**config.mk**
```make
export PLATFORM = sky130hd
export DESIGN_NAME = icache_ctrl
export DESIGN_NICKNAME = d
export VERILOG_FILES = /design/src/rtl/icache_pkg.sv /design/src/rtl/icache_decode.sv /design/src/rtl/icache_store.sv /design/src/rtl/icache_ctrl.sv
export SDC_FILE = /design/constraint.sdc
export NUM_CORES = 2
export LEC_CHECK = 0
export BUFFER_PORTS_ARGS = -buffer_cell sky130_fd_sc_hd__clkbuf_2
export CELL_PAD_IN_SITES_DETAIL_PLACEMENT = 1
export CELL_PAD_IN_SITES_GLOBAL_PLACEMENT = 2
export CORE_AREA = 2 2 349 524
export CTS_CLUSTER_DIAMETER = 200
export DETAILED_ROUTE_END_ITERATION = 7
export DIE_AREA = 0 0 351 526
export GPL_TIMING_DRIVEN = 0
export PLACE_DENSITY = 0.83
export SLEW_MARGIN = 5
export SYNTH_ARGS = -nofsm -noshare
export SYNTH_HDL_FRONTEND = slang
export SYNTH_SLANG_ARGS = --single-unit
```
**constraint.sdc**
```tcl
create_clock -name clk -period 5.9 [get_ports clk]
set_clock_uncertainty 0.1 [all_clocks]
set_input_delay 1.18 -clock clk [delete_from_list [all_inputs] [get_ports clk]]
set_output_delay 1.18 -clock clk [all_outputs]
set_load 0.01 [all_outputs]
```
**src/rtl/icache_pkg.sv**
```systemverilog
package icache_pkg;

  typedef enum logic [2:0] {
    ST_SWEEP,
    ST_IDLE,
    ST_LOOK,
    ST_FILLREQ,
    ST_FILL,
    ST_UNREQ,
    ST_UNWAIT
  } ic_state_e;

  // Offset from the window base lies inside a window of the given size.
  function automatic logic win_hit(input logic [31:0] rel, input logic [31:0] size);
    return rel < size;
  endfunction

  // Even parity over a data word.
  function automatic logic word_par(input logic [31:0] d);
    return ^d;
  endfunction

endpackage

```
**src/rtl/icache_decode.sv**
```systemverilog
module icache_decode #(
  parameter logic [31:0] WIN_BASE = 32'h0001_0000,
  parameter logic [31:0] WIN_HIGH = 32'h0001_FFFF,
  parameter int          OFS_W    = 2,
  parameter int          IDX_W    = 4,
  parameter int          TAG_W    = 8
) (
  input  logic [31:0]      addr,
  input  logic             en,
  output logic             cacheable,
  output logic [IDX_W-1:0] idx,
  output logic [OFS_W-1:0] ofs,
  output logic [TAG_W-1:0] tag
);
  localparam logic [31:0] WIN_SIZE = WIN_HIGH - WIN_BASE + 32'd1;

  logic [31:0] rel;

  assign rel       = addr - WIN_BASE;
  assign cacheable = en && icache_pkg::win_hit(rel, WIN_SIZE);
  assign ofs       = rel[2 +: OFS_W];
  assign idx       = rel[2 + OFS_W +: IDX_W];
  assign tag       = rel[2 + OFS_W + IDX_W +: TAG_W];
endmodule

```
**src/rtl/icache_store.sv**
```systemverilog
module icache_store #(
  parameter int LINES      = 16,
  parameter int LINE_WORDS = 4,
  parameter int TAG_W      = 8,
  parameter bit PARITY_EN  = 1'b1,
  localparam int IDX_W     = $clog2(LINES),
  localparam int OFS_W     = $clog2(LINE_WORDS),
  localparam int WORDS     = LINES * LINE_WORDS
) (
  input  logic             clk,
  input  logic             rst_n,
  // clear port A: sweep or parity error
  input  logic             clr_a_en,
  input  logic [IDX_W-1:0] clr_a_idx,
  // clear port B: external invalidate
  input  logic             clr_b_en,
  input  logic [IDX_W-1:0] clr_b_idx,
  // line completion
  input  logic             set_en,
  input  logic [IDX_W-1:0] set_idx,
  input  logic [TAG_W-1:0] set_tag,
  // refill beat
  input  logic             wr_en,
  input  logic [IDX_W-1:0] wr_idx,
  input  logic [OFS_W-1:0] wr_ofs,
  input  logic [31:0]      wr_data,
  input  logic             wr_flip,
  // lookup
  input  logic [IDX_W-1:0] rd_idx,
  input  logic [OFS_W-1:0] rd_ofs,
  output logic             rd_valid,
  output logic [TAG_W-1:0] rd_tag,
  output logic [31:0]      rd_data,
  output logic             rd_perr
);
  logic [32:0]      dmem [WORDS];
  logic [TAG_W:0]   tmem [LINES];
  logic [LINES-1:0] vld;
  logic [32:0]      dword;
  logic [TAG_W:0]   tword;

  always_ff @(posedge clk) begin
    if (wr_en) dmem[{wr_idx, wr_ofs}] <= {icache_pkg::word_par(wr_data) ^ wr_flip, wr_data};
    if (set_en) tmem[set_idx] <= {^set_tag, set_tag};
  end

  // clears are ordered after the set so an invalidate wins a collision
  always_ff @(posedge clk) begin
    if (set_en)   vld[set_idx]   <= 1'b1;
    if (clr_a_en) vld[clr_a_idx] <= 1'b0;
    if (clr_b_en) vld[clr_b_idx] <= 1'b0;
  end

  assign dword    = dmem[{rd_idx, rd_ofs}];
  assign tword    = tmem[rd_idx];
  assign rd_valid = vld[rd_idx];
  assign rd_data  = dword[31:0];
  assign rd_tag   = tword[TAG_W-1:0];

  generate
    if (PARITY_EN) begin : g_par
      assign rd_perr = rd_valid && ((^dword) || (^tword));
    end else begin : g_nopar
      logic unused_par_bits;
      assign unused_par_bits = dword[32] ^ tword[TAG_W];
      assign rd_perr = 1'b0;
    end
  endgenerate

  // a completed line is valid on the next cycle unless cleared with it
  assert_line_set_R3: assert property (@(posedge clk) disable iff (!rst_n)
    (set_en && !(clr_a_en && clr_a_idx == set_idx) && !(clr_b_en && clr_b_idx == set_idx))
      |=> vld[$past(set_idx)]);

  assert_inval_clears_R6: assert property (@(posedge clk) disable iff (!rst_n)
    clr_b_en |=> !vld[$past(clr_b_idx)]);
endmodule

```
**src/rtl/icache_ctrl.sv**
```systemverilog
module icache_ctrl #(
  parameter logic [31:0] WIN_BASE    = 32'h0001_0000,
  parameter logic [31:0] WIN_HIGH    = 32'h0001_FFFF,
  parameter int          CACHE_BYTES = 256,
  parameter int          LINE_WORDS  = 4,
  parameter bit          PARITY_EN   = 1'b1
) (
  input  logic        clk,
  input  logic        rst_n,
  input  logic        cache_en,
  input  logic        inval_req,
  input  logic [31:0] inval_addr,
  input  logic        fetch_valid,
  input  logic [31:0] fetch_addr,
  output logic        fetch_ready,
  output logic        rsp_valid,
  output logic [31:0] rsp_data,
  output logic        mem_req_valid,
  output logic [31:0] mem_req_addr,
  output logic [3:0]  mem_req_len,
  input  logic        mem_req_ready,
  input  logic        mem_rsp_valid,
  input  logic [31:0] mem_rsp_data,
  input  logic        mem_rsp_last,
  input  logic        par_flip
);
  import icache_pkg::*;

  localparam int WIN_BITS = $clog2(WIN_HIGH - WIN_BASE + 32'd1);
  localparam int CACHE_AW = $clog2(CACHE_BYTES);
  localparam int OFS_W    = $clog2(LINE_WORDS);
  localparam int IDX_W    = CACHE_AW - 2 - OFS_W;
  localparam int LINES    = 1 << IDX_W;
  localparam int TAG_W    = WIN_BITS - CACHE_AW;
  localparam int LOW_W    = OFS_W + 2;
  localparam logic [OFS_W-1:0] LAST_BEAT = OFS_W'(LINE_WORDS - 1);
  localparam logic [IDX_W-1:0] LAST_IDX  = IDX_W'(LINES - 1);

  ic_state_e        state;
  logic [31:0]      addr_q;
  logic             en_q;
  logic [OFS_W-1:0] beat_q;
  logic [IDX_W-1:0] sweep_q;

  logic             cacheable;
  logic [IDX_W-1:0] idx;
  logic [OFS_W-1:0] ofs;
  logic [TAG_W-1:0] tag;

  logic             inv_in_win;
  logic [IDX_W-1:0] inv_idx;
  logic [OFS_W-1:0] inv_ofs;
  logic [TAG_W-1:0] inv_tag;
  logic             unused_inv_bits;

  logic             rd_valid, rd_perr;
  logic [TAG_W-1:0] rd_tag;
  logic [31:0]      rd_data;

  // named events for the assertions
  logic accept, hit_evt, perr_evt, miss_evt, uncached_evt;
  logic fill_beat, fill_done, sweep_evt;

  icache_decode #(
    .WIN_BASE(WIN_BASE), .WIN_HIGH(WIN_HIGH),
    .OFS_W(OFS_W), .IDX_W(IDX_W), .TAG_W(TAG_W)
  ) i_fetch_dec (
    .addr(addr_q), .en(en_q), .cacheable(cacheable),
    .idx(idx), .ofs(ofs), .tag(tag)
  );

  icache_decode #(
    .WIN_BASE(WIN_BASE), .WIN_HIGH(WIN_HIGH),
    .OFS_W(OFS_W), .IDX_W(IDX_W), .TAG_W(TAG_W)
  ) i_inval_dec (
    .addr(inval_addr), .en(1'b1), .cacheable(inv_in_win),
    .idx(inv_idx), .ofs(inv_ofs), .tag(inv_tag)
  );

  assign unused_inv_bits = ^{inv_ofs, inv_tag};

  assign accept       = fetch_valid && fetch_ready;
  assign sweep_evt    = (state == ST_SWEEP);
  assign hit_evt      = (state == ST_LOOK) && cacheable && rd_valid && (rd_tag == tag) && !rd_perr;
  assign perr_evt     = (state == ST_LOOK) && cacheable && rd_perr;
  assign miss_evt     = (state == ST_LOOK) && cacheable && !hit_evt;
  assign uncached_evt = (state == ST_LOOK) && !cacheable;
  assign fill_beat    = (state == ST_FILL) && mem_rsp_valid;
  assign fill_done    = fill_beat && (beat_q == LAST_BEAT);

  icache_store #(
    .LINES(LINES), .LINE_WORDS(LINE_WORDS), .TAG_W(TAG_W), .PARITY_EN(PARITY_EN)
  ) i_store (
    .clk(clk), .rst_n(rst_n),
    .clr_a_en(sweep_evt || perr_evt),
    .clr_a_idx(sweep_evt ? sweep_q : idx),
    .clr_b_en(inval_req && inv_in_win && !sweep_evt),
    .clr_b_idx(inv_idx),
    .set_en(fill_done), .set_idx(idx), .set_tag(tag),
    .wr_en(fill_beat), .wr_idx(idx), .wr_ofs(beat_q),
    .wr_data(mem_rsp_data), .wr_flip(par_flip),
    .rd_idx(idx), .rd_ofs(ofs),
    .rd_valid(rd_valid), .rd_tag(rd_tag), .rd_data(rd_data), .rd_perr(rd_perr)
  );

  always_ff @(posedge clk or negedge rst_n) begin
    if (!rst_n) begin
      state   <= ST_SWEEP;
      addr_q  <= '0;
      en_q    <= 1'b0;
      beat_q  <= '0;
      sweep_q <= '0;
    end else begin
      unique case (state)
        ST_SWEEP: begin
          sweep_q <= sweep_q + 1'b1;
          if (sweep_q == LAST_IDX) state <= ST_IDLE;
        end
        ST_IDLE: if (accept) begin
          addr_q <= fetch_addr;
          en_q   <= cache_en;
          state  <= ST_LOOK;
        end
        ST_LOOK: begin
          if (uncached_evt)  state <= ST_UNREQ;
          else if (hit_evt)  state <= ST_IDLE;
          else               state <= ST_FILLREQ;
        end
        ST_FILLREQ: if (mem_req_ready) begin
          beat_q <= '0;
          state  <= ST_FILL;
        end
        ST_FILL: if (mem_rsp_valid) begin
          beat_q <= beat_q + 1'b1;
          if (fill_done) state <= ST_LOOK;
        end
        ST_UNREQ:  if (mem_req_ready) state <= ST_UNWAIT;
        ST_UNWAIT: if (mem_rsp_valid) state <= ST_IDLE;
        default:   state <= ST_IDLE;
      endcase
    end
  end

  assign fetch_ready   = (state == ST_IDLE);
  assign rsp_valid     = hit_evt || ((state == ST_UNWAIT) && mem_rsp_valid);
  assign rsp_data      = hit_evt ? rd_data : mem_rsp_data;
  assign mem_req_valid = (state == ST_FILLREQ) || (state == ST_UNREQ);
  assign mem_req_addr  = (state == ST_FILLREQ) ? {addr_q[31:LOW_W], {LOW_W{1'b0}}} : addr_q;
  assign mem_req_len   = (state == ST_FILLREQ) ? 4'(LINE_WORDS - 1) : 4'd0;

  assert_sweep_quiet_R1: assert property (@(posedge clk) disable iff (!rst_n)
    sweep_evt |-> !(fetch_ready || rsp_valid || mem_req_valid));

  assert_single_word_R2: assert property (@(posedge clk) disable iff (!rst_n)
    uncached_evt |=> mem_req_valid && mem_req_len == 4'd0 && mem_req_addr == $past(addr_q));

  assert_burst_shape_R3: assert property (@(posedge clk) disable iff (!rst_n)
    miss_evt |=> mem_req_valid && mem_req_len == 4'(LINE_WORDS - 1)
                 && mem_req_addr[LOW_W-1:0] == '0);

  assert_req_hold_R3: assert property (@(posedge clk) disable iff (!rst_n)
    (mem_req_valid && !mem_req_ready) |=> mem_req_valid && $stable(mem_req_addr)
                                          && $stable(mem_req_len));

  assert_burst_end_R3: assert property (@(posedge clk) disable iff (!rst_n)
    fill_beat |-> (mem_rsp_last == (beat_q == LAST_BEAT)));

  assert_hit_quiet_R4: assert property (@(posedge clk) disable iff (!rst_n)
    hit_evt |=> fetch_ready && !mem_req_valid);

  assert_perr_refill_R7: assert property (@(posedge clk) disable iff (!rst_n)
    perr_evt |=> mem_req_valid && !rd_valid);
endmodule

```
==> results.json <==
{
  "syn-mean-instance-area_um2": 22.6,
  "worstPathMaxFanout": 10,
  "grt_pass1_vias": 52200,
  "period_minus_slack_ns": 7.58,
  "rows": 191,
  "grt_pass1_wl_um": 453000,
  "detailed_place_hpwl_um": 205000,
  "ir_drop_v": 0.00109,
  "yosysUniqueCellTypes": 54,
  "antenna_found_initial": 12,
  "fin_cells": 7137,
  "place_area_um2": 96800,
  "design.core.area_um2": 180000,
  "die_h_um": 526,
  "synth_seq_cells": 2314,
  "routabilityCongestion": 0.832,
  "hold_slack_ns": 0.402,
  "rsz0062_at_grt": "true",
  "grt_use_total": 0.367,
  "maxSlewViolCount": 0,
  "power_density_nw_per_um2": 519,
  "synth-seq-area-share": 0.772,
  "hold_viol": 0,
  "yosysWarnings": 0,
  "cts_tree": "yes",
  "crit_type": "register to output port",
  "netlist_area_um2": 89500,
  "cp-end-kind": "output port",
  "arrival_ns": 6.30,
  "wirelength_um": 339000,
  "ant_nets": 0,
  "layout_commonest_cell": "edfxtp_1",
  "gr-total-overflow": 0,
  "drv_cap": 0,
  "die_area_um2": 185000,
  "async_flop_share": 0.0182,
  "viasPerCell": 7.22,
  "reg2reg_depth": 17,
  "layout_setup_ws_ns": -1.68,
  "dp_cells": 6674,
  "min_period_over_period": 1.28,
  "drt_pass1_iterations": 8,
  "cts_root_buf": "clkbuf_16",
  "initial_core_util": 0.498,
  "grt_max_degree": 67,
  "layout_common_cells": "edfxtp_1 (2256), mux4_2 (606), clkbuf_16 (210), a22oi_1 (164), buf_12 (145)",
  "p_leak_nw": 33.9,
  "num_vias": 51500,
  "min_path_cells": 1,
  "synth_edf_count": 2256,
  "n_fill_cell": 14700,
  "hp-class": "register to register",
  "drc": 0,
  "max_freq_mhz": 132,
  "violations": "setup timing",
  "area_growth_pct": 19.6,
  "die_w_um": 351,
  "cts_buffers": 206,
  "synth_largest_area_cell": "edfxtp_1",
  "relSlewSlack": 0.0464,
  "final_area_um2": 107000,
  "synthTopCellsByArea": "edfxtp_1 (76%), mux4_2 (15%), a22oi_1 (1.6%)",
  "drt_iter0_drc": 9099,
  "cts_buffer_depth": 4,
  "postSynthCellCount": 3962,
  "port_buffers": 160,
  "status": "complete, but fails checks",
  "ys.flop_type": "edfxtp_1",
  "startpoint_type": "register",
  "tns_ns": -53.40,
  "wl_per_cell_um": 47.5,
  "synth_top_area_frac": 0.757,
  "nets": 4672,
  "finalPower_mw": 55.5,
  "crit_required_ns": 4.62,
  "worstMarginPinSlew_ns": 1.43,
  "setup_viol": 33,
  "drive_gt1_frac": 0.377,
  "insertion_delay_ns": 0.86,
  "cts-htree-levels": 4,
  "io_pins": 176,
  "clkTransAtPathRegs_ns": 0.07,
  "cts_sinks": 2314
}
[layer usage]
layer / vias to the layer above / GRT usage / part of all wire
met1: 26500 / 0.429 / 0.30
met3: 1500 / 0.0983 / 0.13
met5: - / 0 / 0.00025
met4: 12 / 0.308 / 0.10
met2: 5453 / 0.566 / 0.47
li1: 18000 / - / -
[repair_timing]
item	in CTS	in global routing
hold buffers	0	0
pin swaps	22	12
setup buffers	59	21
resized for setup	641	83
endpoints found under the setup margin	696	33
cloned	7	2
[where the power goes]
| group | switching (mW) | internal, mW | leakage (nW) |
|---|---|---|---|
| clock network | 6.32 | 7.19 | 3.11 |
| registers | 0.373 | 18.8 | 20.9 |
| logic | 13.2 | 9.70 | 9.90 |
[state kept, by name, indices dropped and copies added (netlist names)]
| signal | cells |
|---|---|
| i_store.dmem | 2112 |
| state | 3 |
| sweep_q | 4 |
| addr_q | 32 |
| en_q | 1 |
| i_store.vld | 16 |
| beat_q | 2 |
| i_store.tmem | 144 |
[final cells by class]
type                            instances  area [µm²]  area share
Clock inverter                        118        1030     0.00958
Multi-Input combinational cell       1385       20500       0.192
Clock buffer                          247        5360      0.0501
Tap cell                             2412        3020      0.0282
Antenna cell                            3        7.51   0.0000701
Inverter                               22        88.8    0.000830
Sequential cell                      2314       69100       0.646
Timing Repair Buffer                  397        5130      0.0479
Buffer                                239        2780      0.0260
[cells in the mapped netlist (20+ instances only)]
cell type  number
mux2_1         21
buf_6          24
buf_4          52
clkbuf_1      102
inv_1          20
dfrtp_1        42
o221ai_1       22
nor2_1        102
a22oi_1       194
a21oi_1        95
edfxtp_1     2256
buf_2          38
mux4_2        606
mux2i_1        21
xnor2_1        71
mux2_2         32
nand2_1        62
buf_1          26
[through the flow]
step,worst slack (ns),util
floorplan,0.381,-
global placement,-4.23,0.519
detailed placement,-4.55,0.538
CTS,-1.28,0.591
global route,-1.60,0.595
finish,-1.68,0.595
[path summary, 6_finish.rpt]
path	from	end	slack [ns]
setup / recovery	addr_q[4]	rsp_data[11]	-1.68
min in group asynchronous	rst_n	addr_q[15]	0.41
hold reg to reg	addr_q[1]	addr_q[1]	0.40
max in group asynchronous	rst_n	addr_q[4]	4.43
setup reg to reg	addr_q[4]	state[1]	0.22
hold / removal	addr_q[1]	addr_q[1]	0.40
[logic make-up (layout without fill, tap and decap cells)]
group | Yosys count | after routing | synth area share
adders and majority gates | 2 | 2 | 0.000279
DFF | 2314 | 2314 | 0.772
other | 1 | 5 | 0.0000419
buffers and inverters | 264 | 1023 | 0.0158
AOI/OAI and AO/OA | 372 | 372 | 0.0290
muxes | 680 | 680 | 0.161
and+or+nand+nor | 239 | 239 | 0.0124
xor gates and xnor gates | 90 | 90 | 0.00919
[worst max-delay path: stages, from the launching register on]
cell	delay, ns
dfrtp_4	0.60
nor2b_1	0.25
clkbuf_4	0.38
clkbuf_2	0.48
a22oi_1	0.14
a21oi_1	0.65
nor4_4	0.18
xnor2_2	0.30
xnor2_2	0.14
xnor2_2	0.30
xnor3_2	0.62
xnor2_4	0.21
nand3_4	0.09
buf_12	0.22
buf_16	0.24
mux2i_4	0.35
clkbuf_2	0.19
(Power assumes the default switching activity.)
